[src/rtl/mix_pkg.sv]
package mix_pkg;

    localparam int WORD_W    = 64;
    localparam int NUM_SIZES = 3;
    localparam int MIN_SUB_W = 8;

    typedef enum logic [1:0] {
        SZ_BYTE = 2'b00,
        SZ_HALF = 2'b01,
        SZ_WORD = 2'b10,
        SZ_BAD  = 2'b11
    } sub_size_e;

    typedef struct packed {
        logic [WORD_W-1:0] a;
        logic [WORD_W-1:0] b;
        sub_size_e         size;
        logic              odd;
    } mix_req_t;

    typedef struct packed {
        logic [WORD_W-1:0] data;
        logic              err;
    } mix_res_t;

    // Subword width for granularity index g (0 -> 8, 1 -> 16, 2 -> 32).
    function automatic int sub_width(input int g);
        return MIN_SUB_W << g;
    endfunction

    function automatic logic size_is_legal(input sub_size_e s);
        return (s != SZ_BAD);
    endfunction

endpackage

[src/rtl/mix_lane_steer.sv]
module mix_lane_steer #(
    parameter int WORD_W = 64,
    parameter int SUB_W  = 8
) (
    input  logic [WORD_W-1:0] a,
    input  logic [WORD_W-1:0] b,
    input  logic              odd,
    output logic [WORD_W-1:0] y
);
    localparam int PAIRS = WORD_W / (2 * SUB_W);

    // Each pair slot k takes subword (2k + odd) from a into slot 2k
    // and the same subword index from b into slot 2k+1.
    for (genvar k = 0; k < PAIRS; k++) begin : g_pair
        localparam int LO_EVEN = (2 * k) * SUB_W;
        localparam int LO_ODD  = (2 * k + 1) * SUB_W;

        logic [SUB_W-1:0] a_pick;
        logic [SUB_W-1:0] b_pick;

        assign a_pick = odd ? a[LO_ODD +: SUB_W] : a[LO_EVEN +: SUB_W];
        assign b_pick = odd ? b[LO_ODD +: SUB_W] : b[LO_EVEN +: SUB_W];

        assign y[LO_EVEN +: SUB_W] = a_pick;
        assign y[LO_ODD  +: SUB_W] = b_pick;
    end

endmodule

[src/rtl/mix_size_mux.sv]
module mix_size_mux
    import mix_pkg::*;
#(
    parameter int WORD_W = 64,
    parameter int N_CAND = 3
) (
    input  logic [N_CAND-1:0][WORD_W-1:0] cand,
    input  sub_size_e                     size,
    output logic [WORD_W-1:0]             data,
    output logic                          err
);
    always_comb begin
        data = '0;
        err  = !size_is_legal(size);
        for (int g = 0; g < N_CAND; g++) begin
            if (size == sub_size_e'(g)) begin
                data = cand[g];
            end
        end
    end

endmodule

[src/rtl/mix_out_stage.sv]
module mix_out_stage
    import mix_pkg::*;
(
    input  logic     clk,
    input  logic     rst,
    input  logic     load,
    input  mix_res_t next_res,
    output logic     valid_q,
    output mix_res_t res_q
);
    always_ff @(posedge clk) begin
        if (rst) begin
            valid_q <= 1'b0;
            res_q   <= '0;
        end else begin
            valid_q <= load;
            if (load) begin
                res_q <= next_res;
            end
        end
    end

endmodule

[src/rtl/subword_mix_unit.sv]
module subword_mix_unit
    import mix_pkg::*;
#(
    parameter int DATA_W = mix_pkg::WORD_W
) (
    input  logic              clk,
    input  logic              rst,
    input  logic              in_valid,
    input  logic [DATA_W-1:0] src_a,
    input  logic [DATA_W-1:0] src_b,
    input  logic [1:0]        size,
    input  logic              sel_odd,
    output logic              out_valid,
    output logic [DATA_W-1:0] result,
    output logic              out_err
);
    localparam int N_SIZES = mix_pkg::NUM_SIZES;

    mix_req_t                       req;
    logic [N_SIZES-1:0][DATA_W-1:0] cand;
    mix_res_t                       res_d;
    mix_res_t                       res_q;

    assign req.a    = src_a;
    assign req.b    = src_b;
    assign req.size = sub_size_e'(size);
    assign req.odd  = sel_odd;

    // One steering network per supported granularity.
    for (genvar g = 0; g < N_SIZES; g++) begin : g_gran
        mix_lane_steer #(
            .WORD_W (DATA_W),
            .SUB_W  (sub_width(g))
        ) u_steer (
            .a   (req.a),
            .b   (req.b),
            .odd (req.odd),
            .y   (cand[g])
        );
    end

    mix_size_mux #(
        .WORD_W (DATA_W),
        .N_CAND (N_SIZES)
    ) u_mux (
        .cand (cand),
        .size (req.size),
        .data (res_d.data),
        .err  (res_d.err)
    );

    mix_out_stage u_reg (
        .clk      (clk),
        .rst      (rst),
        .load     (in_valid),
        .next_res (res_d),
        .valid_q  (out_valid),
        .res_q    (res_q)
    );

    assign result  = res_q.data;
    assign out_err = res_q.err;

endmodule

[config.mk]
export PLATFORM = sky130hd
export DESIGN_NAME = subword_mix_unit
export DESIGN_NICKNAME = d
export VERILOG_FILES = /design/src/rtl/mix_pkg.sv /design/src/rtl/mix_lane_steer.sv /design/src/rtl/mix_size_mux.sv /design/src/rtl/mix_out_stage.sv /design/src/rtl/subword_mix_unit.sv
export SDC_FILE = /design/constraint.sdc
export NUM_CORES = 1
export LEC_CHECK = 0
export BUFFER_PORTS_ARGS = -buffer_cell sky130_fd_sc_hd__buf_4
export CORE_ASPECT_RATIO = 0.8
export CORE_MARGIN = 2
export CORE_UTILIZATION = 58
export CTS_BUF_LIST = sky130_fd_sc_hd__clkbuf_4 sky130_fd_sc_hd__clkbuf_8 sky130_fd_sc_hd__clkbuf_16
export DETAILED_ROUTE_END_ITERATION = 8
export HOLD_SLACK_MARGIN = 0.02
export PLACE_DENSITY = 0.95
export SYNTH_ARGS = -nofsm -noshare
export SYNTH_HDL_FRONTEND = slang
export SYNTH_HIERARCHICAL = 1
export SYNTH_SLANG_ARGS = --single-unit
[constraint.sdc]
create_clock -name clk -period 3.1 [get_ports clk]
set_input_delay 0.62 -clock clk [delete_from_list [all_inputs] [get_ports clk]]
set_output_delay 0.62 -clock clk [all_outputs]
set_load 0.01 [all_outputs]
# ---- Word level (Yosys, flattened, before mapping)
# Cells that the tools add are included.
# W data, S select, Z words.
dict set report word_totals {
  reg_bits 66
  inputBits 134
  word_cells 25
}
dict set report classes {
  n_eq_ne 3
  mux 17
  n_reduce_logical 2
}
# cell n
set op_table {}
lappend op_table {{$mux W64} 3}
lappend op_table {{$mux W16} 4}
lappend op_table {{$mux W32} 2}
lappend op_table {{$mux W8} 8}
lappend op_table {{$eq A2 B1 Y1 const B} 1}
lappend op_table {{$eq A2 B2 Y1 const B} 1}
lappend op_table {{$logic_not A2 Y1} 1}
lappend op_table {{$ne A2 B2 Y1 const B} 1}
lappend op_table {{$logic_not A1 Y1} 1}

# ---- Longest topological paths before layout
dict set report depth {
  depth_word 4
  ltp_mapped 7
}

# ---- Hierarchy
# The synthesis kept the hierarchy.
# module instances cells_each area_each_um2 seq_area_each_um2
set by_module_without_submodules {}
lappend by_module_without_submodules {mix_lane_steer 3 71 1077.3 0.0}
lappend by_module_without_submodules {mix_out_stage 1 212 2377.3 1321.3}
lappend by_module_without_submodules {mix_size_mux 1 151 1392.6 0.0}

# ---- Worst setup path after synthesis
# OpenSTA, ideal clock, no wires.
dict set report synth_timing {
  kind {input to register}
  startpoint {in sel_odd}
  endpoint {reg u_reg/res_q[14] (netlist name)}
  setup_time_ps 128
  t_arrival_ps 1592
  required_time_ps 2972
  path_slack_ps 1381
  stages 7
  path_buffers 2
  cell_sequence {buf_6 -> buf_12 -> mux2_4 -> mux2i_1 -> o2bb2ai_1 -> mux2i_1 -> nor2_1}
}
# item line_no
set synth_rtl {}
lappend synth_rtl {{from (decl)} subword_mix_unit.sv:12} ;# input logic sel_odd,

==> results.cfg <==
[yosys]
seq_area_frac_synth = 0.1887
synth_xor_area_frac = 0
synth_top_family_by_area = multiplexers
yosysWarnings = 6
synthesis.area_mm2 = 0.007002
synthCells = 576
yosys.area_share.simple = 0.03753
synth.area.mux_share = 0.5897
avgSynthCellArea_um2 = 12.16
ys_ff_latch = 66
synth_nets = 710
synth_fa_ha_area_frac = 0
synth_cell_types = 14
synth_compound_area_frac = 0.08006

[worst_setup_path]
cp_cell_sequence = buf_4, nor2b_4, buf_4, o2bb2ai_1, mux2i_1, nor2_1
critical-path-slowest-cell = nor2b_4
worst_ep_arrival_time_ps = 2540
cp_data_required_time_ps = 3350
worst-setup-path-type = primary input to flip-flop
path_max_fanout = 34
path_common_cell = buf_4
cp-start-kind = primary input
slowest_delay_ps = 710
endpoint_kind = flip-flop

[sta]
rsz0062_at_grt = false
setup_viol = 0
period_share = 0.7373
finalMaxSlewViolations = 0
setup_tns_ps = 0
holdWs_ps = 496.2
finalWorstPathRequiredPeriod_ps = 2286
hold_viol = 0
clock_skew_ps = 0
worstMarginPinSlew_ps = 834.4
fmaxAchievable_mhz = 437.5
slew-limit-headroom = 0.4426

[finish]
drive_gt1_frac = 0.5612
fillers = 808
area_delta_synth_final_pct = 19.67
final_cells = 891
layout.nets = 876
n_antenna_cell = 0
final_util = 0.7193

[die]
die_h_um = 102.3
fp-row-count = 35
start_util = 0.6011
ioPinCount = 200
coreArea_mm2 = 0.01165
die_x_um = 126.8
die_area_mm2 = 0.01297

[power_and_ir_drop]
p_leak_uw = 0.004256
p_per_area_mw_per_mm2 = 349.8
vdd_ir_drop_max_uv = 218.1
total_power_uw = 2931

[route]
vias = 5289
first_pass_iters = 4
via_per_inst = 5.936
wl_um = 19130
drc = 0
ant_nets = 0
avgRoutedWirePerCell_um = 21.47
drt_iter0_drc = 168

[cts]
cts_tree = yes
post-cts-setup-buffers = 0
clkTransAtPathRegs_ps = 50
h-tree-depth = 3
cts.sinks = 66
cts_buffer_depth = 2
hold_buffers = 0
cts_buffers = 9
worstSkewPairLatency_ps = 330
root_buffer = clkbuf_16
post_cts_resize_count = 0

[global_route]
grt.total_usage = 0.2903
antenna_found_initial = 0
grt_pass1_vias = 5562
grt_pass1_wl_um = 29610
overflow = 0
grt_max_degree = 67

[placement]
hpwl_um = 14110
placedCellCount = 879
portBuffers = 199
place.gp.congestion = 0.9540

[outcome]
status = completed

[run]
drv_cap = 0

[worst_hold_path]
hold_class = flip-flop to flip-flop
==> per-stage QoR <==
stage                     setup WS [ps]  cell area [um2]
after floorplan                    1381             7002
after global placement            663.3             8128
after detailed placement          527.9             8128
after CTS                         869.1             8379
after global routing              714.8             8379
final                             814.5             8379
==> registers in the layout (all words and copies together) (netlist names) <==
name	cells
u_reg/res_q	65
u_reg/valid_q	1
==> placed cells by master (no fill, tap or decap), drive strengths merged <==
cell / n
nor2: 65
o2bb2ai: 64
mux2: 192
buf: 212
clkbuf: 11
mux2i: 129
dfxtp: 66
nor2b: 2
and2: 1
clkinv: 1
==> worst paths after layout <==
check | start | to | slack (ps) | cells after the start
setup / recovery | size[0] | u_reg/res_q[3]$_SDFFE_PP0P_ | 810 | 6
setup reg to reg | u_reg/res_q[3]$_SDFFE_PP0P_ | u_reg/res_q[3]$_SDFFE_PP0P_ | 2390 | 2
hold reg to reg | u_reg/res_q[16]$_SDFFE_PP0P_ | u_reg/res_q[16]$_SDFFE_PP0P_ | 500 | 2
hold / removal | u_reg/res_q[16]$_SDFFE_PP0P_ | u_reg/res_q[16]$_SDFFE_PP0P_ | 500 | 2
==> area by class of cell <==
class | instances | area [um2] | area share
clock inverters | 1 | 5.005 | 0.0005973
flip-flops and latches | 66 | 1321 | 0.1577
multi-input cells | 453 | 4960 | 0.5919
well taps | 148 | 185.2 | 0.02210
clock buffers | 11 | 246.5 | 0.02942
repair buffers | 212 | 1662 | 0.1983
==> Yosys cell counts, drive strengths merged <==
cell type	instances	area, um2
o2bb2ai	64	560.5
mux2i	129	1291
dfxtp	66	1321
mux2	192	2838
nor2b	2	12.51
and2	1	6.260
buf	51	705.7
clkbuf	6	22.52
nor2	65	244.0
==> per-layer routing <==
metal | part of all wire | GRT usage | vias to the layer above
met5 | 0 | 0 | -
met4 | 0.024 | 0.09806 | 0
met3 | 0.065 | 0.07173 | 38
met2 | 0.51 | 0.5372 | 186
met1 | 0.40 | 0.3306 | 2592
li1 | - | - | 2473
==> worst max-delay path: cells and delay by family <==
family,cells,cell delay [ps]
buf+inv,2,760
compound gates,1,160
mux,1,110
simple gates,2,850
==> cell families (layout without fill, tap and decap cells) <==
family / after synthesis / count (layout)
DFF: 66 / 66
and+or+nand+nor: 68 / 68
muxes: 321 / 321
AOI/OAI and AO/OA: 64 / 64
buffers and inverters: 57 / 224
==> power by group <==
| group | total [uW] | internal, uW | leakage, uW | switching (uW) |
|---|---|---|---|---|
| Clock | 919 | 552 | 0.000127 | 366 |
| Combinational | 1080 | 618 | 0.00359 | 457 |
| Sequential | 937 | 905 | 0.000541 | 32.5 |
Power figures use the tool's default switching activity.
